### config.mk
export PLATFORM = sky130hd
export DESIGN_NAME = ee_unlock_ctrl
export DESIGN_NICKNAME = d
export VERILOG_FILES = /design/src/rtl/ee_unlock_pkg.sv /design/src/rtl/ee_unlock_seq.sv /design/src/rtl/ee_write_timer.sv /design/src/rtl/ee_byte_store.sv /design/src/rtl/ee_unlock_ctrl.sv
export SDC_FILE = /design/constraint.sdc
export NUM_CORES = 1
export LEC_CHECK = 0
export BUFFER_PORTS_ARGS = -buffer_cell sky130_fd_sc_hd__buf_2
export CELL_PAD_IN_SITES_DETAIL_PLACEMENT = 1
export CELL_PAD_IN_SITES_GLOBAL_PLACEMENT = 2
export CORE_UTILIZATION = 45
export CTS_CLUSTER_DIAMETER = 30
export DETAILED_ROUTE_END_ITERATION = 6
export GPL_TIMING_DRIVEN = 0
export HOLD_SLACK_MARGIN = 0.06
export PLACE_DENSITY_LB_ADDON = 0.1
export RECOVER_POWER = 50
export SYNTH_ARGS = -nofsm -noshare
export SYNTH_HDL_FRONTEND = slang
export SYNTH_SLANG_ARGS = --single-unit
### constraint.sdc
create_clock -name clk -period 5 [get_ports clk]
set_input_delay 0.75 -clock clk [delete_from_list [all_inputs] [get_ports clk]]
set_output_delay 0.75 -clock clk [all_outputs]
set_load 0.01 [all_outputs]
### src/rtl/ee_unlock_pkg.sv
package ee_unlock_pkg;
  localparam int BYTE_W = 8;

  localparam logic [1:0] REG_ADR = 2'd0;
  localparam logic [1:0] REG_DAT = 2'd1;
  localparam logic [1:0] REG_CTL = 2'd2;
  localparam logic [1:0] REG_KEY = 2'd3;

  localparam int CTL_RD   = 0;
  localparam int CTL_WR   = 1;
  localparam int CTL_WEN  = 2;
  localparam int CTL_DONE = 3;
  localparam int CTL_IEN  = 4;
  localparam int CTL_MSEL = 7;

  localparam logic [BYTE_W-1:0] KEY_FIRST  = 8'h55;
  localparam logic [BYTE_W-1:0] KEY_SECOND = 8'hAA;

  typedef enum logic [1:0] {
    UL_IDLE  = 2'd0,
    UL_FIRST = 2'd1,
    UL_ARMED = 2'd2
  } unlock_t;

  // Next key-tracker state for one bus access.
  function automatic unlock_t unlock_next(unlock_t cur, logic key_wr,
                                          logic [BYTE_W-1:0] val);
    case (cur)
      UL_IDLE:  return (key_wr && val == KEY_FIRST)  ? UL_FIRST : UL_IDLE;
      UL_FIRST: return (key_wr && val == KEY_SECOND) ? UL_ARMED : UL_IDLE;
      default:  return UL_IDLE;
    endcase
  endfunction

  // Read-back image of the control register.
  function automatic logic [BYTE_W-1:0] ctl_image(logic busy, logic wen,
                                                  logic done, logic ien,
                                                  logic msel);
    logic [BYTE_W-1:0] v;
    v = '0;
    v[CTL_WR]   = busy;
    v[CTL_WEN]  = wen;
    v[CTL_DONE] = done;
    v[CTL_IEN]  = ien;
    v[CTL_MSEL] = msel;
    return v;
  endfunction
endpackage

### src/rtl/ee_unlock_seq.sv
module ee_unlock_seq
  import ee_unlock_pkg::*;
(
  input  logic              clk,
  input  logic              rst_n,
  input  logic              access_i,
  input  logic              key_wr_i,
  input  logic [BYTE_W-1:0] wdata_i,
  output logic              armed_o
);
  unlock_t state_q;

  always_ff @(posedge clk or negedge rst_n) begin
    if (!rst_n) begin
      state_q <= UL_IDLE;
    end else if (access_i) begin
      state_q <= unlock_next(state_q, key_wr_i, wdata_i);
    end
  end

  assign armed_o = (state_q == UL_ARMED);

  // the armed state is only reachable straight from the first-key state
  p_armed_path_r3: assert property (@(posedge clk) disable iff (!rst_n)
    (state_q == UL_ARMED) |-> ($past(state_q) == UL_FIRST));

  // an access while armed always drops the tracker back to idle
  p_armed_once_r3: assert property (@(posedge clk) disable iff (!rst_n)
    (armed_o && access_i) |=> (state_q == UL_IDLE));
endmodule

### src/rtl/ee_write_timer.sv
module ee_write_timer #(
  parameter int CYCLES = 40
) (
  input  logic clk,
  input  logic rst_n,
  input  logic start_i,
  output logic busy_o,
  output logic finish_o
);
  localparam int CW = $clog2(CYCLES + 1);

  logic [CW-1:0] cnt_q;
  logic          busy_q;

  assign finish_o = busy_q && (cnt_q == '0);
  assign busy_o   = busy_q;

  always_ff @(posedge clk or negedge rst_n) begin
    if (!rst_n) begin
      busy_q <= 1'b0;
      cnt_q  <= '0;
    end else if (start_i && !busy_q) begin
      busy_q <= 1'b1;
      cnt_q  <= CW'(CYCLES - 1);
    end else if (finish_o) begin
      busy_q <= 1'b0;
    end else if (busy_q) begin
      cnt_q <= cnt_q - 1'b1;
    end
  end

  // the countdown never exceeds the programmed duration
  p_cnt_range_r6: assert property (@(posedge clk) disable iff (!rst_n)
    busy_q |-> (cnt_q < CW'(CYCLES)));

  // completion always releases busy on the next edge
  p_finish_release_r6: assert property (@(posedge clk) disable iff (!rst_n)
    finish_o |=> !busy_o);
endmodule

### src/rtl/ee_byte_store.sv
module ee_byte_store #(
  parameter int DEPTH = 64,
  parameter int DW    = 8
) (
  input  logic                     clk,
  input  logic                     rst_n,
  input  logic                     we_i,
  input  logic [$clog2(DEPTH)-1:0] waddr_i,
  input  logic [DW-1:0]            wdata_i,
  input  logic [$clog2(DEPTH)-1:0] raddr_i,
  output logic [DW-1:0]            rdata_o
);
  logic [DW-1:0] mem_q [DEPTH];

  always_ff @(posedge clk or negedge rst_n) begin
    if (!rst_n) begin
      for (int i = 0; i < DEPTH; i++) mem_q[i] <= '0;
    end else if (we_i) begin
      mem_q[waddr_i] <= wdata_i;
    end
  end

  assign rdata_o = mem_q[raddr_i];

  // a commit lands the byte at its address
  p_commit_r6: assert property (@(posedge clk) disable iff (!rst_n)
    (we_i && (raddr_i == waddr_i)) |=>
      (rdata_o == $past(wdata_i)) || (raddr_i != $past(raddr_i)));
endmodule

### src/rtl/ee_unlock_ctrl.sv
module ee_unlock_ctrl
  import ee_unlock_pkg::*;
#(
  parameter int DEPTH     = 64,
  parameter int WR_CYCLES = 40
) (
  input  logic              clk,
  input  logic              rst_n,
  input  logic              bus_sel,
  input  logic              bus_we,
  input  logic [1:0]        bus_addr,
  input  logic [BYTE_W-1:0] bus_wdata,
  output logic [BYTE_W-1:0] bus_rdata,
  output logic              irq_o
);
  localparam int AW = $clog2(DEPTH);

  logic [BYTE_W-1:0] adr_q, dat_q, wd_q, mem_rdata;
  logic [AW-1:0]     wa_q;
  logic              wen_q, ien_q, msel_q, done_q;

  // Named bus events
  logic wr_acc, adr_wr, dat_wr, ctl_wr, key_wr;
  assign wr_acc = bus_sel && bus_we;
  assign adr_wr = wr_acc && (bus_addr == REG_ADR);
  assign dat_wr = wr_acc && (bus_addr == REG_DAT);
  assign ctl_wr = wr_acc && (bus_addr == REG_CTL);
  assign key_wr = wr_acc && (bus_addr == REG_KEY);

  logic armed, busy, finish, start_evt, read_evt;

  ee_unlock_seq u_seq (
    .clk      (clk),
    .rst_n    (rst_n),
    .access_i (bus_sel),
    .key_wr_i (key_wr),
    .wdata_i  (bus_wdata),
    .armed_o  (armed)
  );

  assign start_evt = armed && ctl_wr && bus_wdata[CTL_WR] && wen_q &&
                     !bus_wdata[CTL_MSEL] && !busy;
  assign read_evt  = ctl_wr && bus_wdata[CTL_RD] && !bus_wdata[CTL_MSEL] &&
                     !busy;

  ee_write_timer #(.CYCLES(WR_CYCLES)) u_tmr (
    .clk      (clk),
    .rst_n    (rst_n),
    .start_i  (start_evt),
    .busy_o   (busy),
    .finish_o (finish)
  );

  ee_byte_store #(.DEPTH(DEPTH), .DW(BYTE_W)) u_mem (
    .clk     (clk),
    .rst_n   (rst_n),
    .we_i    (finish),
    .waddr_i (wa_q),
    .wdata_i (wd_q),
    .raddr_i (adr_q[AW-1:0]),
    .rdata_o (mem_rdata)
  );

  always_ff @(posedge clk or negedge rst_n) begin
    if (!rst_n) begin
      adr_q  <= '0;
      dat_q  <= '0;
      wd_q   <= '0;
      wa_q   <= '0;
      wen_q  <= 1'b0;
      ien_q  <= 1'b0;
      msel_q <= 1'b0;
      done_q <= 1'b0;
    end else begin
      if (adr_wr) adr_q <= bus_wdata;
      if (read_evt)    dat_q <= mem_rdata;
      else if (dat_wr) dat_q <= bus_wdata;
      if (start_evt) begin
        wa_q <= adr_q[AW-1:0];
        wd_q <= dat_q;
      end
      if (ctl_wr) begin
        wen_q  <= bus_wdata[CTL_WEN];
        ien_q  <= bus_wdata[CTL_IEN];
        msel_q <= bus_wdata[CTL_MSEL];
      end
      if (finish)      done_q <= 1'b1;
      else if (ctl_wr) done_q <= done_q & bus_wdata[CTL_DONE];
    end
  end

  always_comb begin
    case (bus_addr)
      REG_ADR: bus_rdata = adr_q;
      REG_DAT: bus_rdata = dat_q;
      REG_CTL: bus_rdata = ctl_image(busy, wen_q, done_q, ien_q, msel_q);
      default: bus_rdata = '0;
    endcase
  end

  assign irq_o = done_q && ien_q;

  // busy only ever rises out of an armed tracker and a control write
  p_start_keyed_r3: assert property (@(posedge clk) disable iff (!rst_n)
    $rose(busy) |-> ($past(armed) && $past(ctl_wr)));

  // write-enable was already set in the cycle of the starting access
  p_start_needs_wen_r4: assert property (@(posedge clk) disable iff (!rst_n)
    $rose(busy) |-> $past(wen_q));

  // only a control write moves write-enable
  p_wen_hw_r5: assert property (@(posedge clk) disable iff (!rst_n)
    !ctl_wr |=> $stable(wen_q));

  // completion flag is up when busy drops, and sticks until cleared
  p_done_at_end_r6: assert property (@(posedge clk) disable iff (!rst_n)
    $fell(busy) |-> done_q);
  p_done_sticky_r6: assert property (@(posedge clk) disable iff (!rst_n)
    (done_q && !ctl_wr) |=> done_q);

  // the data register is stable without a read or a data write
  p_dat_hold_r2: assert property (@(posedge clk) disable iff (!rst_n)
    (!read_evt && !dat_wr) |=> $stable(dat_q));

  // control writes during busy never disturb the data register
  p_busy_no_read_r8: assert property (@(posedge clk) disable iff (!rst_n)
    (busy && ctl_wr) |=> $stable(dat_q));

  // a request carrying memory-select never starts a write
  p_msel_blocks_r9: assert property (@(posedge clk) disable iff (!rst_n)
    (ctl_wr && bus_wdata[CTL_MSEL] && !busy) |=> !busy);
endmodule

Word level (Yosys, flattened, before mapping)

Cells that the tools add are included.

Register bits: 555
Input port bits: 14
Output and inout bits: 9
Word-level logic and storage cells: 138

Add/subtract/negate cells: 1
Order comparisons: 3
Equal/unequal tests: 8
Multiplexer cells: 19
Bitwise logic cells: 3
Reductions and logical operators: 29

Operators by type and width:

| cell                | number |
|---|---|
| $bwmux 512          | 1 |
| $bmux 8 s6          | 1 |
| $demux 8 s6         | 1 |
| $mux 8              | 5 |
| $pmux 8 s3          | 1 |
| $logic_and 1x1->1   | 19 |
| $mux 6              | 3 |
| $ge 7x7->1 const B  | 2 |
| $not 6->7           | 2 |
| $eq 8x7->1 const B  | 1 |
| $eq 8x8->1 const B  | 1 |
| $reduce_bool 2->1   | 4 |
| $lt 7x1->1 const B  | 1 |
| $eq 2x2->1 const B  | 3 |
| $logic_not 6->1     | 1 |
| $sub 6x1->6 const B | 1 |
| $mux 1              | 5 |
| $eq 2x1->1 const B  | 2 |
| $logic_not 2->1     | 2 |
| $pmux 2 s2          | 1 |
| $logic_not 1->1     | 2 |
| $mux 2              | 1 |
| $ne 2x1->1 const B  | 1 |
| $reduce_and 2->1    | 1 |
| $and 1x1->1         | 1 |

Depth between registers and ports, before layout

Gate-level depths: netlist of run 1.

Depth in word-level cells: 10
Depth in mapped cells: 9

Hierarchy

A second synthesis of run 1 with hierarchy kept.

Cells, all modules: 1,675
Area total of the unflattened synthesis: 25,708.4 µm²

Modules (own cells, without submodules):

| module         | times used | cells an instance | area each (µm²) | sequential area each (µm²) |
|---|---|---|---|---|
| ee_byte_store  | 1          | 1,499             | 23,596.4        | 12,812.3 |
| ee_unlock_ctrl | 1          | 126               | 1,579.0         | 850.8 |
| ee_write_timer | 1          | 37                | 381.6           | 175.2 |
| ee_unlock_seq  | 1          | 13                | 151.4           | 50.0 |

Least setup slack after synthesis of run 1

OpenSTA, ideal clock, no wires.

Kind: reg2out
Start point: register adr_q[2]
End point: output port bus_rdata[2]
Data arrival time: 1,859 ps
Data required time: 4,250 ps
Slack: 2,391 ps
Cell stages (with the launch flop): 6
Cell sequence: dfrtp_1 > buf_1 > clkbuf_1 > clkbuf_1 > mux2i_1 > o21ai_0

Cells in the longest elaborated chain, start to end: 1

RTL lines:

| item                   | RTL line             | source |
|---|---|---|
| from (decl)            | ee_unlock_ctrl.sv:18 | `logic [BYTE_W-1:0] adr_q, dat_q, wd_q, mem_rdata;` |
| from (signal assigned) | ee_unlock_ctrl.sv:75 | `if (adr_wr) adr_q <= bus_wdata;` |
| $pmux 8 s3             | ee_unlock_ctrl.sv:93 | `case (bus_addr)` |
| to (decl)              | ee_unlock_ctrl.sv:13 | `output logic [BYTE_W-1:0] bus_rdata,` |

No other way between the ends.

Worst setup path in the final report of run 1

Same ends and word-level chain as after synthesis.

==> results of run 1 <==
## final timing paths
path                                  start  slack [ns]  depth (start not counted)                to
max                                adr_q[2]        0.23                          6      bus_rdata[2]
min in group asynchronous             rst_n        1.26                          2  u_mem.mem_q[403]
min reg2reg                u_mem.mem_q[466]        0.49                          1  u_mem.mem_q[466]
min                                 bus_sel        0.36                          2  u_seq.state_q[0]
max reg2reg                        adr_q[1]        1.17                          7          dat_q[3]
max in group asynchronous             rst_n        0.74                          4   u_mem.mem_q[86]
## power groups by stage
| stage | clock network (mW) | registers [mW] | logic, mW |
|---|---|---|---|
| 6_report | 9.35 | 4.57 | 1.15 |
| 3_3_place_gp | 0 | 4.64 | 1.14 |
| 5_1_grt | 9.69 | 4.57 | 1.20 |
| 4_1_cts | 9.47 | 4.57 | 1.17 |
| 2_1_floorplan | 0 | 4.62 | 0.640 |
| 3_5_place_dp | 0 | 4.64 | 1.16 |
## placed cells by master, fill, tap and decap left out, types with 4 or more instances in the layout
cell type and instances:
o21ai_0 12, nor2_2 24, buf_6 4, nand2b_1 4, buf_4 11, nand3b_1 5
clkinv_8 7, dfrtp_1 555, nor2_1 26, o311ai_0 4, mux2i_1 62, clkbuf_1 113
mux2_2 513, nor2b_1 10, clkinvlp_4 4, mux4_2 129, nor3b_1 5, bufinv_16 18
a22oi_1 13, nand2_4 8, clkbuf_8 30, mux2_1 12, a21oi_1 13, buf_2 38
clkbuf_16 142, clkinv_2 25, inv_1 5, and2_0 4, nor3_1 7, and3_1 4
nand2_1 95, a32oi_1 5, nand3_1 10, nor2_4 4, buf_1 5
## flip-flops by register name (all words and copies together) (netlist names)
| signal | cells |
|---|---|
| u_seq.state_q | 2 |
| u_tmr.cnt_q | 6 |
| ien_q | 1 |
| u_tmr.busy_o | 1 |
| wd_q | 8 |
| adr_q | 8 |
| wa_q | 6 |
| msel_q | 1 |
| wen_q | 1 |
| done_q | 1 |
| dat_q | 8 |
| u_mem.mem_q | 512 |
## area by class of cell
cell class	count	area (um^2)	share of cell area [%]
Sequential cell	555	13900	43.8
Multi-Input combinational cell	1020	11200	35.3
Clock buffer	194	4050	12.8
Tap cell	756	946	2.98
Clock inverter	61	893	2.82
Buffer	127	576	1.81
Timing Repair Buffer	27	168	0.528
Inverter	5	18.8	0.0591
## layer usage
| layer | wire length (um) | track usage [%] | share of wire [%] | vias to the layer above |
|---|---|---|---|---|
| met2 | 40100 | 47.9 | 49 | 366 |
| met5 | 0 | 0 | 0 | - |
| li1 | - | - | - | 6714 |
| met3 | 3240 | 5.02 | 4.0 | 136 |
| met1 | 36500 | 41.0 | 44 | 8853 |
| met4 | 2190 | 10.3 | 2.7 | 0 |
## logic make-up (layout without fill, tap and decap cells)
family / count (synthesis) / after routing
adder cells (fa/ha/maj): 1 / 1
AO/OA/AOI/OAI: 65 / 65
multiplexers: 716 / 716
XOR/XNOR: 5 / 5
buffers and inverters: 132 / 414
flip-flops: 555 / 555
AND/OR/NAND/NOR: 233 / 233
## per-stage QoR
stage          util [%]  cells  setup WS [ns]  hold slack, ns
2_1_floorplan         -   1707           2.39           0.452
3_3_place_gp       47.4   2485          -8.20           0.463
3_5_place_dp       47.6   2489          0.933           0.484
4_1_cts            56.4   2745          0.169           0.322
5_1_grt            56.3   2745         0.0780           0.356
6_report           56.3   2745          0.234           0.359
==> results_dict.tcl, run 1 <==
set metrics [dict create \
    combPwrFrac_pct 7.6 \
    finClkSkew_ns 0.0203 \
    hold_buffers 1 \
    synthAdderAreaFrac_pct 0.0487 \
    cts_resized 0 \
    cp_data_required_time_ns 4.25 \
    slew_violations 456 \
    synth_nets 1722 \
    insertion_delay_ns 0.71 \
    drt_iter0_drc 911 \
    clk_pin_slew_ns 0.04 \
    path_max_fanout 10 \
    period_minus_slack_ns 4.77 \
    synthSimpleGateAreaFrac_pct 4.89 \
    hold_violations 0 \
    synth-xor-area-share_pct 0.171 \
    first_global_vias 17700 \
    syn_inst 1707 \
    drt-wirelength-per-cell_um 29.9 \
    setup_viol 0 \
    io_buffers 22 \
    die_y_um 241 \
    synth_seq_area_share_pct 54.1 \
    synth_top_area_share_pct 54.1 \
    cap_violations 4 \
    yosys_warnings 0 \
    switchingPower_mw 3.62 \
    cts.path.max_buffers 3 \
    route.vias.total 16100 \
    synth_ff_type "dfrtp_1" \
    failed_checks "capacitance limit, slew limit" \
    die_w_um 241 \
    fill_cells 5331 \
    timing.fmax_mhz 210 \
    ios 23 \
    antenna_cells 0 \
    power_density_nw_per_um2 475 \
    crit_top_cell "clkbuf_1" \
    htreeDepth 4 \
    max_stage_delay_ns 0.93 \
    grt_usage_pct 29.8 \
    cts_setup_buffers 0 \
    row_count 87 \
    syn_to_final_growth_pct 23.6 \
    avgSynthCellArea_um2 15.0 \
    core_area_um2 56400 \
    antenna_found_initial 3 \
    cts_tree "done" \
    status "finished with violations" \
    tns_ns 0 \
    wl_um 82100 \
    clkPwrFrac_pct 62.0 \
    total_power_mw 15.1 \
    post_dp_cell_area_um2 26900 \
    post-dp-hpwl_um 55600 \
    yosysMostFrequentCell "dfrtp_1" \
    path_delay_family "buffers and inverters" \
    grt_start_max_net_pins 125 \
    place.gp.congestion 0.883 \
    via_per_inst 5.85 \
    hp-class "in2reg" \
    path_buf_inv 4 \
    grt_pass1_wl_um 122000 \
    synth_common_cells "dfrtp_1, mux2_2, mux4_2" \
    nets 1890 \
    synth.mux.area_fraction_pct 36.8 \
    min_period_over_period_pct 95.3 \
    start_kind "register" \
    synth_top_family_by_area "multiplexers" \
    crit_type "reg2out" \
    postRouteAntennaNets 0 \
    critPathSlowestCell "buf_1" \
    tightest_slew_ns 2.32 \
    grt_overflow 0 \
    synth_seq_cells 555 \
    cp.arrival_ns 4.02 \
    synth_edf_count 0 \
    power_frac_seq_pct 30.3 \
    ir_worst_vdd_uv 295 \
    cts-root-buf "clkbuf_16" \
    internal_power_mw 11.5 \
    ys_async_sr_fraction_pct 100 \
    cp_cell_sequence "buf_1 > clkbuf_1 > clkbuf_1 > mux2i_1 > o21ai_0 > buf_2" \
    drive_above_1_share_pct 49.0 \
    initial_utilization_pct 45.5 \
    slew_headroom_pct -54.4 \
    synth_compound_area_share_pct 1.73 \
    dr.pass1.iters 5 \
    clock_sinks 555 \
    final_cell_area_um2 31700 \
    yosys.area.top_type "dfrtp_1" \
    swShare_pct 24.0 \
    worstSetupEndpointType "output port" \
    numCtsBuffers 139 \
    dieArea_um2 58000 \
    syn_area_um2 25700 \
    synth_area_leaders "dfrtp_1, mux2_2, mux4_2" \
    rsz0062_at_grt "false" \
    synth_cell_type_count 59 \
    drc 0 \
    leakage_nw 15.2 \
]
Power figures use the tool's default switching activity.
==> run 2: changes to the inputs <==
- CELL_PAD_IN_SITES_GLOBAL_PLACEMENT: 2 -> 1
- CTS_BUF_LIST: default -> sky130_fd_sc_hd__clkbuf_4 sky130_fd_sc_hd__clkbuf_8
- GPL_ROUTABILITY_DRIVEN: default -> 0
==> run 2 against run 1 <==
The run still ends with capacitance limit, slew limit left. Hold slack got worse by 0.073 ns. Die area unchanged. Register-to-register slack got worse by 0.04 ns. Combinational power is essentially flat. Fmax fell by 3.5%. Power shrank 19%. Worst setup slack lost 0.17 ns. First-iteration DRC count rose by 14%. Via count down 0.87%. Highest routed layer unchanged.
==> results_dict.tcl, run 2 (synthesis gave the netlist of run 1 again) <==
set metrics [dict create \
    route.vias.total 15900 \
    dp.cells 2490 \
    clock_sinks 555 \
    drt-wirelength-per-cell_um 29.0 \
    min_path_cells 2 \
    dr_wl_met3_um 3310 \
    grt_start_max_net_pins 128 \
    tightest_slew_ns 2.47 \
    start_kind "register" \
    min_period_over_period_pct 98.8 \
    ios 23 \
    wl_um 79700 \
    die_y_um 241 \
    slew_violations 403 \
    met1_length_um 35900 \
    postRouteAntennaNets 0 \
    antenna_found_initial 3 \
    die_w_um 241 \
    top_layer "met4" \
    cts.path.max_buffers 3 \
    cp.arrival_ns 4.19 \
    finClkSkew_ns 0.0334 \
    crit_type "reg2out" \
    hold_start "bus_sel" \
    clk_pin_slew_ns 0.06 \
    holdWs_ns 0.286 \
    post_dp_cell_area_um2 26900 \
    whs_endpoint "u_seq.state_q[0]" \
    setup_viol 0 \
    rsz0062_at_grt "false" \
    top_register "u_mem.mem_q" \
    nets 1895 \
    initial_utilization_pct 45.5 \
    core_area_um2 56400 \
    path_max_fanout 10 \
    regToRegEndpoint "dat_q[7]" \
    final_cell_mix "dfrtp_1, mux2_2, clkbuf_8" \
    drc 0 \
    tns_ns 0 \
    wl_met2_um 38200 \
    status "finished with violations" \
    grt_usage_pct 29.0 \
    worst_slack_ns 0.0594 \
    cap_violations 4 \
    period_minus_slack_ns 4.94 \
    largest_register_ffs 512 \
    ir_worst_vdd_uv 349 \
    hold_violations 0 \
    fin_cells 2752 \
    first_global_vias 17500 \
    reg2reg_depth 9 \
    timing.fmax_mhz 202 \
    dr.pass1.iters 5 \
    cts_tree "done" \
    numCtsBuffers 143 \
    regToRegStartpoint "adr_q[1]" \
    reg2reg_slack_ns 1.13 \
    cts-root-buf "clkbuf_8" \
    via_per_inst 5.79 \
    worstSetupEndpointType "output port" \
    drt_iter0_drc 1036 \
    grt_pass1_wl_um 120000 \
    slew_headroom_pct -64.9 \
    pre_cts_slack_ns 0.900 \
    grt_overflow 0 \
    drive_above_1_share_pct 50.2 \
    final_cell_area_um2 30100 \
    post-dp-hpwl_um 54900 \
    power_density_nw_per_um2 405 \
    failed_checks "capacitance limit, slew limit" \
    row_count 87 \
    leakage_nw 14.5 \
    cp_data_required_time_ns 4.25 \
    io_buffers 22 \
    fill_cells 5498 \
    dieArea_um2 58000 \
    hp-class "in2reg" \
    mostFrequentLayoutCell "dfrtp_1" \
    htreeDepth 4 \
    insertion_delay_ns 0.78 \
    syn_to_final_growth_pct 17.4 \
]
==> run 2: cell count changes in the layout (fill, tap and decap cells not counted), sizes merged <==
cell,change
clkbuf,+6
bufinv,-1
clkinv,-8
diode,+1
inv,+1
clkinvlp,+8
==> run 2: how the worst max path moves through the flow <==
stage / startpoint / end / slack, ns / depth (start not counted)
final: adr_q[2] / bus_rdata[2] / 0.06 / 6
after global routing: adr_q[2] / bus_rdata[2] / 0.009 / 6
after CTS: adr_q[2] / bus_rdata[2] / 0.04 / 6
after detailed placement: adr_q[2] / bus_rdata[2] / 0.90 / 6
after global placement: rst_n / u_mem.mem_q[38] / -8.19 / 1
after floorplan: adr_q[2] / bus_rdata[2] / 2.39 / 5
==> run 2: report_power, final <==
part | internal (mW) | switching [mW] | leakage (nW) | total [mW]
clock | 4.18 | 2.32 | 1.72 | 6.50
sequential | 4.53 | 0.0327 | 7.70 | 4.57
combinational | 0.369 | 0.781 | 5.04 | 1.15
total | 9.08 | 3.14 | 14.5 | 12.2
==> run 2: through the flow <==
step	utilization, %	power, mW
finish	53.5	12.2
global route	53.5	12.6
CTS	53.6	12.4
detailed placement	47.7	5.80
global placement	47.4	5.78
floorplan	-	5.26
==> run 2: timing repair <==
action | CTS | global route
hold buffers | 1 | 0
buffers inserted | 0 | 0
resized for setup | 0 | 0
hold endpoints to repair | 40 | 0
==> run 2: layout make-up <==
cell class	instances	area (um^2)	share of cell area (%)
clock inverter	61	787	2.61
buffer	127	576	1.91
multi-input combinational	1020	11200	37.1
antenna	1	2.50	0.00830
clock buffer	199	2540	8.44
inverter	5	18.8	0.0623
sequential	555	13900	46.1
tap	756	946	3.14
timing repair buffer	28	186	0.619
==> run 2: metal layers <==
layer / vias to the layer above / track usage, %
met4: 0 / 10.8
met3: 122 / 5.39
li1: 6711 / -
met5: - / 0
met2: 369 / 45.7
met1: 8727 / 40.0
==> run 2: worst max-delay path, stage by stage, from the launching register on <==
cell      delay [ns]
dfrtp_1         0.54
buf_1           0.98
clkbuf_1        0.53
clkbuf_1        0.78
mux2i_1         0.15
o21ai_0         0.26
buf_2           0.18
==> run 3: changes to the inputs <==
- CORE_ASPECT_RATIO: default -> 1.75
==> run 3 against run 2 <==
The run still ends with capacitance limit, slew limit left. Fmax grew 5.3%. Sequential power about the same. Utilization fell by 1.8 points. Clock power down 27%. Power shrank 14%. Via count decreased by 1.9%. First-iteration DRC count is 6.9% higher. Register-to-register slack better by 0.04 ns. Highest routed layer is now met5. Largest power group unchanged. Flip-flop and latch count stayed put. Die area about the same. Non-clock buffer count shrank 1. Critical path depth is the same.
==> results_dict.tcl, run 3 (synthesis gave the netlist of run 1 again) <==
set metrics [dict create \
    status "finished with violations" \
    failed_checks "capacitance limit, slew limit" \
    grt_start_max_net_pins 130 \
    numCtsBuffers 98 \
    setup_viol 0 \
    hold_violations 0 \
    slew_headroom_pct -60.7 \
    cp.arrival_ns 3.94 \
    row_count 115 \
    rsz0062_at_grt "false" \
    top_register "u_mem.mem_q" \
    post_dp_cell_area_um2 26900 \
    worstSetupEndpointType "output port" \
    initial_utilization_pct 45.6 \
    power_density_nw_per_um2 360 \
    min_period_over_period_pct 93.8 \
    postRouteAntennaNets 0 \
    core_area_um2 56300 \
    wl_um 80300 \
    dp.cells 2493 \
    grt_usage_pct 28.9 \
    io_buffers 22 \
    cap_violations 1 \
    nets 1849 \
    crit_type "reg2out" \
    clk_pin_slew_ns 0.07 \
    fin_cells 2671 \
    cts.path.max_buffers 3 \
    hp-class "in2reg" \
    tns_ns 0 \
    antenna_found_initial 4 \
    finClkSkew_ns 0.0368 \
    path_max_fanout 10 \
    cts_setup_buffers 0 \
    cp_data_required_time_ns 4.25 \
    tightest_slew_ns 2.41 \
    final_cell_area_um2 29100 \
    first_global_vias 17500 \
    htreeDepth 3 \
    cts_resized 0 \
    ios 23 \
    start_kind "register" \
    dr.pass1.iters 5 \
    cts-root-buf "clkbuf_8" \
    ir_worst_vdd_uv 248 \
    timing.fmax_mhz 213 \
    clock_sinks 555 \
    grt_overflow 0 \
    final_cell_mix "dfrtp_1, mux2_2, mux4_2" \
    mostFrequentLayoutCell "dfrtp_1" \
    die_w_um 183 \
    post-dp-hpwl_um 57900 \
    leakage_nw 13.9 \
    drt-wirelength-per-cell_um 30.1 \
    period_minus_slack_ns 4.69 \
    grt_pass1_wl_um 120000 \
    drive_above_1_share_pct 48.0 \
    via_per_inst 5.85 \
    total_power_mw 10.4 \
    drc 0 \
    route.vias.total 15600 \
    slew_violations 90 \
    syn_to_final_growth_pct 13.2 \
    insertion_delay_ns 0.71 \
    largest_register_ffs 512 \
    dieArea_um2 58100 \
    die_y_um 318 \
    drt_iter0_drc 1107 \
    cts_tree "done" \
]
run 3: changes by cell type in the layout (fill, tap and decap cells not counted), sizes merged:
| cell | before | now |
|---|---|---|
| clkinv | 26 | 18 |
| buf | 60 | 61 |
| bufinv | 17 | 8 |
| clkbuf | 293 | 232 |
| inv | 11 | 7 |
| clkinvlp | 12 | 8 |
run 3: path summary, 6_finish.rpt:
kind | start | endpoint | slack [ns] | cells past startpoint
max reg2reg | adr_q[3] | dat_q[4] | 1.17 | 7
max | adr_q[2] | bus_rdata[2] | 0.31 | 6
min in group asynchronous | rst_n | u_mem.mem_q[443] | 1.32 | 2
min | bus_sel | u_seq.state_q[0] | 0.37 | 2
max in group asynchronous | rst_n | u_mem.mem_q[271] | 0.71 | 4
min reg2reg | u_mem.mem_q[214] | u_mem.mem_q[214] | 0.49 | 1
run 3: repair_timing:
| item | in CTS | in global routing |
|---|---|---|
| hold buffers | 1 | 0 |
| endpoints found under the hold margin | 1 | 0 |
| setup endpoints to repair | 0 | 0 |
run 3: final cells by class:
type,count,area (um^2)
clock inverter,36,423
sequential,555,13900
buffer,127,576
tap,760,951
antenna,1,2.50
clock buffer,140,1800
fill,5424,27200
timing repair buffer,27,208
inverter,5,18.8
multi-input combinational,1020,11200
run 3: metrics by stage:
stage | utilization [%] | setup slack (ns) | hold slack (ns)
floorplan | - | 2.39 | 0.452
global placement | 47.5 | -7.93 | 0.462
detailed placement | 47.7 | 1.00 | 0.475
CTS | 51.7 | 0.210 | 0.300
global route | 51.7 | 0.133 | 0.345
finish | 51.7 | 0.310 | 0.367
run 3: layer usage:
metal | track usage [%] | vias to the layer above | wire, um
met5 | 0 | - | 25
met4 | 17.1 | 4 | 5120
met3 | 5.13 | 185 | 3570
met2 | 48.9 | 400 | 40800
met1 | 34.3 | 8480 | 30800
li1 | - | 6558 | -
run 3: report_power, final:
| group | internal, mW | switching (mW) |
|---|---|---|
| registers | 4.52 | 0.0303 |
| clock network | 2.75 | 1.99 |
| logic | 0.371 | 0.781 |
| total | 7.64 | 2.80 |
run 3: worst max-delay path, cell delays in order (launching register included):
cell      delay [ns]
dfrtp_1         0.48
buf_1           0.93
clkbuf_1        0.52
clkbuf_1        0.80
mux2i_1         0.15
o21ai_0         0.18
buf_2           0.16
